`config.mk`:
```
export PLATFORM = sky130hd
export DESIGN_NAME = clkctl_unit
export DESIGN_NICKNAME = d
export VERILOG_FILES = /design/src/rtl/clkctl_pkg.sv /design/src/rtl/clkctl_regs.sv /design/src/rtl/clkctl_clkgen.sv /design/src/rtl/clkctl_presc.sv /design/src/rtl/clkctl_pwr.sv /design/src/rtl/clkctl_unit.sv
export SDC_FILE = /design/constraint.sdc
export NUM_CORES = 1
export LEC_CHECK = 0
export ABC_CLOCK_PERIOD_IN_PS = 1600
export BUFFER_PORTS_ARGS = -buffer_cell sky130_fd_sc_hd__buf_2
export CORE_UTILIZATION = 45
export CTS_BUF_LIST = sky130_fd_sc_hd__clkbuf_8
export DETAILED_ROUTE_END_ITERATION = 12
export HOLD_SLACK_MARGIN = 0.1
export PLACE_DENSITY = 0.68
export SYNTH_ARGS = -nofsm -noshare
export SYNTH_HDL_FRONTEND = slang
export SYNTH_SLANG_ARGS = --single-unit
```
`constraint.sdc`:
```
create_clock -name clk -period 1.6 [get_ports clk]
set_input_delay 0.08 -clock clk [delete_from_list [all_inputs] [get_ports clk]]
set_output_delay 0.08 -clock clk [all_outputs]
set_load 0.05 [all_outputs]
```
`src/rtl/clkctl_pkg.sv`:
```
package clkctl_pkg;

   localparam int ADDR_W = 2;

   localparam logic [ADDR_W-1:0] ADR_MODE = 2'd0;
   localparam logic [ADDR_W-1:0] ADR_CTRL = 2'd1;
   localparam logic [ADDR_W-1:0] ADR_STAT = 2'd2;

   // mode byte fields
   localparam int MB_HALVE  = 5;
   localparam int MB_PRS_LO = 2;
   localparam logic [7:0] MODE_RST = 8'hE0;

   // control byte fields
   localparam int CB_IRQSEL = 7;
   localparam int CB_HALTRST = 3;
   localparam int CB_ALTREQ = 2;
   localparam int CB_WAITALT = 1;
   localparam int CB_LPWAIT = 0;
   localparam logic [7:0] CTRL_KEEP = 8'h8F;

   typedef enum logic [1:0] {
      PS_RUN  = 2'd0,
      PS_WAIT = 2'd1,
      PS_DOWN = 2'd2
   } pwr_state_t;

endpackage

```
`src/rtl/clkctl_regs.sv`:
```
module clkctl_regs
   import clkctl_pkg::*;
#(
   parameter int DW    = 8,
   parameter int PRS_W = 3
) (
   input  logic              clk,
   input  logic              rst_n,
   input  logic              wr,
   input  logic              rd,
   input  logic [ADDR_W-1:0] addr,
   input  logic [DW-1:0]     wdata,
   output logic [DW-1:0]     rdata,
   input  logic              set_alt,
   input  logic              alt_active,
   output logic              halve,
   output logic [PRS_W-1:0]  prs,
   output logic              irq_sel,
   output logic              halt_rst,
   output logic              alt_req,
   output logic              wait_alt,
   output logic              lp_wait_en
);

   generate
      if (DW != 8) begin : g_bad_dw
         $error("clkctl_regs: DW must be 8");
      end
      if (PRS_W < 1 || MB_PRS_LO + PRS_W > MB_HALVE) begin : g_bad_prs
         $error("clkctl_regs: PRS_W must fit below the halving bit");
      end
   endgenerate

   logic [DW-1:0] mode_q;
   logic [DW-1:0] ctrl_q;
   logic [DW-1:0] rd_mux;

   always_comb begin
      case (addr)
         ADR_MODE: rd_mux = mode_q;
         ADR_CTRL: rd_mux = ctrl_q;
         ADR_STAT: rd_mux = {{(DW-1){1'b0}}, alt_active};
         default:  rd_mux = '0;
      endcase
   end

   always_ff @(posedge clk or negedge rst_n) begin
      if (!rst_n) begin
         mode_q <= MODE_RST;
         ctrl_q <= '0;
         rdata  <= '0;
      end else begin
         if (wr && addr == ADR_MODE) mode_q <= wdata;
         if (wr && addr == ADR_CTRL) ctrl_q <= wdata & CTRL_KEEP;
         // hardware set on low-power wait entry wins over a same-cycle write
         if (set_alt) ctrl_q[CB_ALTREQ] <= 1'b1;
         if (rd) rdata <= rd_mux;
      end
   end

   assign halve      = mode_q[MB_HALVE];
   assign prs        = mode_q[MB_PRS_LO +: PRS_W];
   assign irq_sel    = ctrl_q[CB_IRQSEL];
   assign halt_rst   = ctrl_q[CB_HALTRST];
   assign alt_req    = ctrl_q[CB_ALTREQ];
   assign wait_alt   = ctrl_q[CB_WAITALT];
   assign lp_wait_en = ctrl_q[CB_LPWAIT];

endmodule

```
`src/rtl/clkctl_clkgen.sv`:
```
module clkctl_clkgen #(
   parameter int LP_DIV = 16
) (
   input  logic clk,
   input  logic rst_n,
   input  logic osc_tick,
   input  logic alt_tick,
   input  logic alt_present,
   input  logic halve,
   input  logic alt_req,
   input  logic lp_wait,
   input  logic down,
   output logic int_en,
   output logic use_alt
);

   localparam int LPC_W = (LP_DIV > 1) ? $clog2(LP_DIV) : 1;

   logic ph_q;
   logic main_tick;
   logic lp_hit;

   assign main_tick = osc_tick & (~halve | ph_q);

   always_ff @(posedge clk or negedge rst_n) begin
      if (!rst_n)                ph_q <= 1'b0;
      else if (!down && osc_tick) ph_q <= ~ph_q;
   end

   generate
      if (LP_DIV < 1) begin : g_bad_lp
         $error("clkctl_clkgen: LP_DIV must be at least 1");
      end
      if (LP_DIV == 1) begin : g_lp_pass
         assign lp_hit = 1'b1;
      end else begin : g_lp_cnt
         localparam logic [LPC_W-1:0] LP_LAST = LPC_W'(LP_DIV - 1);
         logic [LPC_W-1:0] cnt_q;
         always_ff @(posedge clk or negedge rst_n) begin
            if (!rst_n)         cnt_q <= '0;
            else if (!lp_wait)  cnt_q <= '0;
            else if (main_tick) cnt_q <= (cnt_q == LP_LAST) ? '0 : cnt_q + 1'b1;
         end
         assign lp_hit = (cnt_q == LP_LAST);
      end
   endgenerate

   always_comb begin
      if (down)         int_en = 1'b0;
      else if (use_alt) int_en = alt_tick;
      else if (lp_wait) int_en = main_tick & lp_hit;
      else              int_en = main_tick;
   end

   // source changes only after a strobe of the current source
   always_ff @(posedge clk or negedge rst_n) begin
      if (!rst_n)                          use_alt <= 1'b0;
      else if (!alt_present)               use_alt <= 1'b0;
      else if (alt_req != use_alt && int_en) use_alt <= alt_req;
   end

endmodule

```
`src/rtl/clkctl_presc.sv`:
```
module clkctl_presc #(
   parameter int PRS_W = 3
) (
   input  logic             clk,
   input  logic             rst_n,
   input  logic             tick,
   input  logic             run,
   input  logic [PRS_W-1:0] prs,
   output logic             cpu_en
);

   logic [PRS_W-1:0] cnt_q;
   logic             hit;

   assign hit    = (cnt_q >= prs);
   assign cpu_en = run & tick & hit;

   always_ff @(posedge clk or negedge rst_n) begin
      if (!rst_n)          cnt_q <= '0;
      else if (run && tick) cnt_q <= hit ? '0 : cnt_q + 1'b1;
   end

endmodule

```
`src/rtl/clkctl_pwr.sv`:
```
module clkctl_pwr
   import clkctl_pkg::*;
(
   input  logic clk,
   input  logic rst_n,
   input  logic wfi_req,
   input  logic halt_req,
   input  logic irq_req,
   input  logic halt_rst,
   input  logic lp_wait_en,
   input  logic wait_alt,
   output logic run,
   output logic in_wait,
   output logic lp_wait,
   output logic down,
   output logic set_alt,
   output logic rst_req
);

   pwr_state_t state_q;
   logic       lp_q;

   assign run     = (state_q == PS_RUN);
   assign in_wait = (state_q == PS_WAIT);
   assign down    = (state_q == PS_DOWN);
   assign lp_wait = in_wait & lp_q;
   assign set_alt = run & ~halt_req & wfi_req & lp_wait_en & wait_alt;

   always_ff @(posedge clk or negedge rst_n) begin
      if (!rst_n) begin
         state_q <= PS_RUN;
         lp_q    <= 1'b0;
         rst_req <= 1'b0;
      end else begin
         rst_req <= run & halt_req & halt_rst;
         case (state_q)
            PS_RUN: begin
               if (halt_req) begin
                  if (!halt_rst) state_q <= PS_DOWN;
               end else if (wfi_req) begin
                  state_q <= PS_WAIT;
                  lp_q    <= lp_wait_en;
               end
            end
            PS_WAIT: begin
               if (irq_req) begin
                  state_q <= PS_RUN;
                  lp_q    <= 1'b0;
               end
            end
            default: state_q <= PS_DOWN;
         endcase
      end
   end

endmodule

```
`src/rtl/clkctl_unit.sv`:
```
module clkctl_unit
   import clkctl_pkg::*;
#(
   parameter int DATA_W = 8,
   parameter int PRS_W  = 3,
   parameter int LP_DIV = 16
) (
   input  logic              clk,
   input  logic              rst_n,
   input  logic              bus_wr,
   input  logic              bus_rd,
   input  logic [ADDR_W-1:0] bus_addr,
   input  logic [DATA_W-1:0] bus_wdata,
   output logic [DATA_W-1:0] bus_rdata,
   input  logic              osc_tick,
   input  logic              alt_tick,
   input  logic              alt_present,
   input  logic              wfi_req,
   input  logic              halt_req,
   input  logic              ext_irq,
   input  logic              int_irq,
   output logic              irq_req,
   output logic              int_en,
   output logic              cpu_en,
   output logic              rst_req,
   output logic              osc_off,
   output logic              in_wait
);

   logic             halve, irq_sel, halt_rst, alt_req, wait_alt, lp_wait_en;
   logic [PRS_W-1:0] prs;
   logic             run, lp_wait, down, set_alt, use_alt;

   assign irq_req = irq_sel ? int_irq : ext_irq;
   assign osc_off = down;

   clkctl_regs #(.DW(DATA_W), .PRS_W(PRS_W)) i_regs (
      .clk        (clk),
      .rst_n      (rst_n),
      .wr         (bus_wr),
      .rd         (bus_rd),
      .addr       (bus_addr),
      .wdata      (bus_wdata),
      .rdata      (bus_rdata),
      .set_alt    (set_alt),
      .alt_active (use_alt),
      .halve      (halve),
      .prs        (prs),
      .irq_sel    (irq_sel),
      .halt_rst   (halt_rst),
      .alt_req    (alt_req),
      .wait_alt   (wait_alt),
      .lp_wait_en (lp_wait_en)
   );

   clkctl_clkgen #(.LP_DIV(LP_DIV)) i_clkgen (
      .clk         (clk),
      .rst_n       (rst_n),
      .osc_tick    (osc_tick),
      .alt_tick    (alt_tick),
      .alt_present (alt_present),
      .halve       (halve),
      .alt_req     (alt_req),
      .lp_wait     (lp_wait),
      .down        (down),
      .int_en      (int_en),
      .use_alt     (use_alt)
   );

   clkctl_presc #(.PRS_W(PRS_W)) i_presc (
      .clk    (clk),
      .rst_n  (rst_n),
      .tick   (int_en),
      .run    (run),
      .prs    (prs),
      .cpu_en (cpu_en)
   );

   clkctl_pwr i_pwr (
      .clk        (clk),
      .rst_n      (rst_n),
      .wfi_req    (wfi_req),
      .halt_req   (halt_req),
      .irq_req    (irq_req),
      .halt_rst   (halt_rst),
      .lp_wait_en (lp_wait_en),
      .wait_alt   (wait_alt),
      .run        (run),
      .in_wait    (in_wait),
      .lp_wait    (lp_wait),
      .down       (down),
      .set_alt    (set_alt),
      .rst_req    (rst_req)
   );

endmodule

```
==> impl_summary.txt <==
----------------------------------------------------
[Hold path]
  Instance count along the most critical hold path ... 3
  Path type of the worst min-delay path ... input port to flip-flop

[Power and ir drop]
  Total power per unit cell area ... 994 nW/um^2
  Total design power ... 2.28 mW
  Peak supply drop ... 540 uV
  Leakage Power ... 1.08 nW

[Setup path]
  Length in cells of the worst reg-to-reg path ... 7
  Cell-by-cell listing of the critical path ... ha_4, nand2_2, o21ai_2, and3_4, buf_8
  Element type at the critical path start ... flip-flop
  Required time of the critical path ... 1.52 ns
  Critical path's largest stage delay ... 0.43 ns
  Critical-path top delay cell ... dfrtp_1
  Endpoint kind of the worst setup timing path ... output pin
  Worst path arrival time ... 1.53 ns
  Maximum fanout encountered on the critical timing path ... 2
  Type of the worst setup path ... flip-flop to output pin

[Clocking]
  Maximum clock path buffer count ... 2
  Clock Sinks ... 34
  Clock root buffer ... clkbuf_8
  Number of buffers created by CTS ... 5
  Clock tree from TritonCTS ... yes
  CTS H-Tree Depth ... 2
  Clock transition at the register clock pins on the worst setup and hold paths after CTS ... 0.07 ns
  Skew-Pair Late Insertion Delay ... 0.28 ns

[STA]
  Final clock period utilization by the worst path ... 1.01
  Setup TNS after final layout ... -0.0105 ns
  Achievable frequency ... 621 MHz
  Setup repair after global routing missed its margin ... true
  Worst hold margin ... 0.118 ns
  Min setup slack post-route ... -0.0105 ns
  Slew Limit Fails ... 0
  Post-layout minimum cycle time ... 1.61 ns
  Worst Max-Slew Pin Slew ... 0.761 ns
  Final Hold Vio Count ... 0
  Count of final setup violators ... 1
  Worst-case headroom to the max-slew limit ... 0.493
  Largest clock skew in the final design ... 0.00331 ns

[Route]
  Count of TritonRoute iterations in the first routing pass ... 4
  Remaining antenna violation count ... 0
  Number of DRC markers in iteration 0 ... 64
  Ratio of routed vias to standard cells ... 5.07
  Detailed-route wire length ... 3720 um
  Drt drc ... 0
  Overall via count from detail_route ... 1329
  Routed WL per cell ... 14.2 um

[Outcome]
  Violations in the final reports ... setup timing
  Status ... finished with violations

[Layout]
  Register area ... 855 sq um
  Area used by multi-input combinational logic ... 850 sq um
  Antenna diode count ... 0
  Net count, final ... 239
  Share of cells above drive strength 1 ... 0.425
  Final standard cell area without fillers ... 2290 sq um
  Fill count ... 305
  Final core area utilization ... 0.627
  Relative area change from synthesis to final layout ... 33.9%

[Synthesis]
  Cell area after synthesis ... 1710 sq um
  Synthesized net count ... 178
  Warnings from Yosys ... 0
  Synth Instances ... 152
  Syn avg cell area ... 11.3 sq um
  Number of flip-flops and latches in the synthesized netlist ... 34
  Count of cell types in the netlist ... 42
  Seq/Total Area, Yosys ... 0.499

[GRT]
  Maximum number of pins on one net before global-route repair ... 35
  Overflow left after global routing ... 0
  Number of antenna violations at the first check in global routing ... 0
  First-pass GRT wire length ... 6420 um
  Overall Global Routing Usage ... 0.208
  Vias in the first global route ... 1415

[Job]
  Max-cap viol count ... 0

[Floorplanning]
  DIE AREA ... 4060 sq um
  Top-level I/O count ... 35
  Initial Util ... 0.468
  X dimension of the die ... 63.7 um
  Number of standard-cell rows in the floorplan ... 22
  Vertical die dimension ... 63.7 um
  Core footprint ... 3660 sq um

[Placement]
  Instance area at placement ... 1950 sq um
  Count of input and output buffers ... 34
  Gp weighted congestion ... 0.754
  HPWL after detailed placement ... 2670 um

----------------------------------------------------
[repair_timing]
| item | 4_1_cts | 5_1_grt |
|---|---|---|
| gates resized for setup | 14 | 5 |
| hold endpoints to repair | 46 | 0 |
| hold buffers | 11 | 0 |
| endpoints found under the setup margin | 2 | 4 |
| setup buffers | 7 | 1 |
| pin swaps | 5 | 4 |
[placed cells by master (no fill, tap or decap), drive strengths merged]
| cell type | instances |
|---|---|
| buf | 46 |
| dfrtp | 31 |
| inv | 15 |
| nand2 | 15 |
| mux2 | 12 |
| dlygate4sd3 | 11 |
| o21ai | 9 |
| nand3 | 8 |
| nor2 | 7 |
| clkbuf | 6 |
| a21oi | 6 |
| mux2i | 5 |
| ha | 5 |
| nor2b | 4 |
| o22ai | 4 |
| dfstp | 3 |
| nand2b | 3 |
| o2bb2ai | 3 |
| a31oi | 3 |
| a22o | 2 |
| and3 | 2 |
| and2b | 1 |
| or3 | 1 |
| xnor2 | 1 |
| nor3b | 1 |
| or2 | 1 |
| nand3b | 1 |
| xor2 | 1 |
| nand4b | 1 |
| nor4b | 1 |
| a21o | 1 |
| and2 | 1 |
| a32oi | 1 |
| o211a | 1 |
| clkinv | 1 |
[path summary, 6_finish.rpt]
kind	endpoint	startpoint	slack (ns)
hold reg to reg	i_clkgen.ph_q$_DFFE_PN0P_	i_clkgen.ph_q$_DFFE_PN0P_	0.48
setup reg to reg	i_presc.cnt_q[0]$_DFFE_PN0P_	i_presc.cnt_q[1]$_DFFE_PN0P_	0.08
min in group asynchronous	i_regs.ctrl_q[1]$_DFFE_PN0N_	rst_n	0.40
setup / recovery	cpu_en	i_presc.cnt_q[1]$_DFFE_PN0P_	-0.01
hold / removal	i_clkgen.g_lp_cnt.cnt_q[1]$_DFFE_PN0P_	osc_tick	0.12
max in group asynchronous	i_pwr.rst_req$_DFF_PN0_	rst_n	0.72
[stage by stage]
step                      setup WS [ns]  cells
after CTS                       -0.0148    261
after detailed placement         0.0242    235
after global routing            -0.0628    262
after floorplan                  0.0531    152
after global placement           0.0704    235
final                           -0.0105    262
[critical path: cells and delay by family, from the launching register on]
family	cells	cell delay [ns]
AOI/OAI and AO/OA	1	0.13
adders and majority gates	1	0.28
buffers and inverters	1	0.14
DFF	1	0.43
and+or+nand+nor	2	0.26
[cell type report]
class                           instances  area share
Sequential cell                        34       0.372
Multi-Input combinational cell        101       0.370
Timing Repair Buffer                   57       0.168
Clock buffer                            6      0.0360
Tap cell                               48      0.0262
Inverter                               14      0.0229
Clock inverter                          2     0.00382
[synthesized netlist by cell type]
master	instances	area share
and2b_4	1	0.0058
mux2i_1	5	0.029
nand3b_1	1	0.0044
nor2_8	1	0.012
nor4b_2	1	0.0088
nand4b_1	1	0.0051
a21o_1	1	0.0044
and2_4	1	0.0051
mux2_4	7	0.061
nor2_1	5	0.011
o21ai_1	4	0.012
o21ai_0	5	0.015
a32oi_1	1	0.0051
or2_2	1	0.0037
and3_2	1	0.0044
dfrtp_1	31	0.45
nand2_1	14	0.031
ha_1	5	0.036
nand2b_1	2	0.0073
a22o_2	1	0.0058
and3_1	1	0.0037
nand2_2	1	0.0037
nor2_4	1	0.0066
xnor2_1	1	0.0051
xor2_1	1	0.0051
dfstp_2	3	0.046
inv_1	14	0.031
a22o_1	1	0.0051
nor3b_1	1	0.0044
clkbuf_1	1	0.0022
o2bb2ai_1	3	0.015
o211a_1	1	0.0058
o22ai_1	4	0.015
a31oi_4	1	0.012
a31oi_1	2	0.0073
nand3_1	8	0.023
nor2b_1	4	0.015
a21oi_1	6	0.018
nand2b_4	1	0.0080
buf_6	2	0.013
or3_1	1	0.0037
mux2_2	5	0.033
[registers in the layout (all words and copies together) (netlist names), 2 cells and up]
signal                   flops
i_regs.mode_q                8
i_presc.cnt_q                3
i_pwr.state_q                2
i_regs.rdata                 8
i_regs.ctrl_q                5
i_clkgen.g_lp_cnt.cnt_q      4
[power breakdown]
group	switching (mW)	internal, mW	total, mW
logic	0.307	0.275	0.582
registers	0.0806	0.974	1.05
clock network	0.304	0.340	0.645
total	0.691	1.59	2.28
[metal layers]
| metal | vias up | part of all wire | global-route usage |
|---|---|---|---|
| li1 | 652 | - | - |
| met1 | 646 | 0.44 | 0.243 |
| met2 | 23 | 0.51 | 0.363 |
| met3 | 8 | 0.030 | 0.0507 |
| met4 | 0 | 0.021 | 0.0795 |
| met5 | - | 0 | 0 |
[cells by family after synthesis]
logic type / Yosys count / share of synthesized area
flops: 34 / 0.499
mux: 17 / 0.123
xor+xnor: 2 / 0.0102
fa+ha+maj: 5 / 0.0365
simple gates: 47 / 0.166
compound gates: 30 / 0.120
buf+inv: 17 / 0.0460
Note: power is estimated with default switching activity, not from simulation.
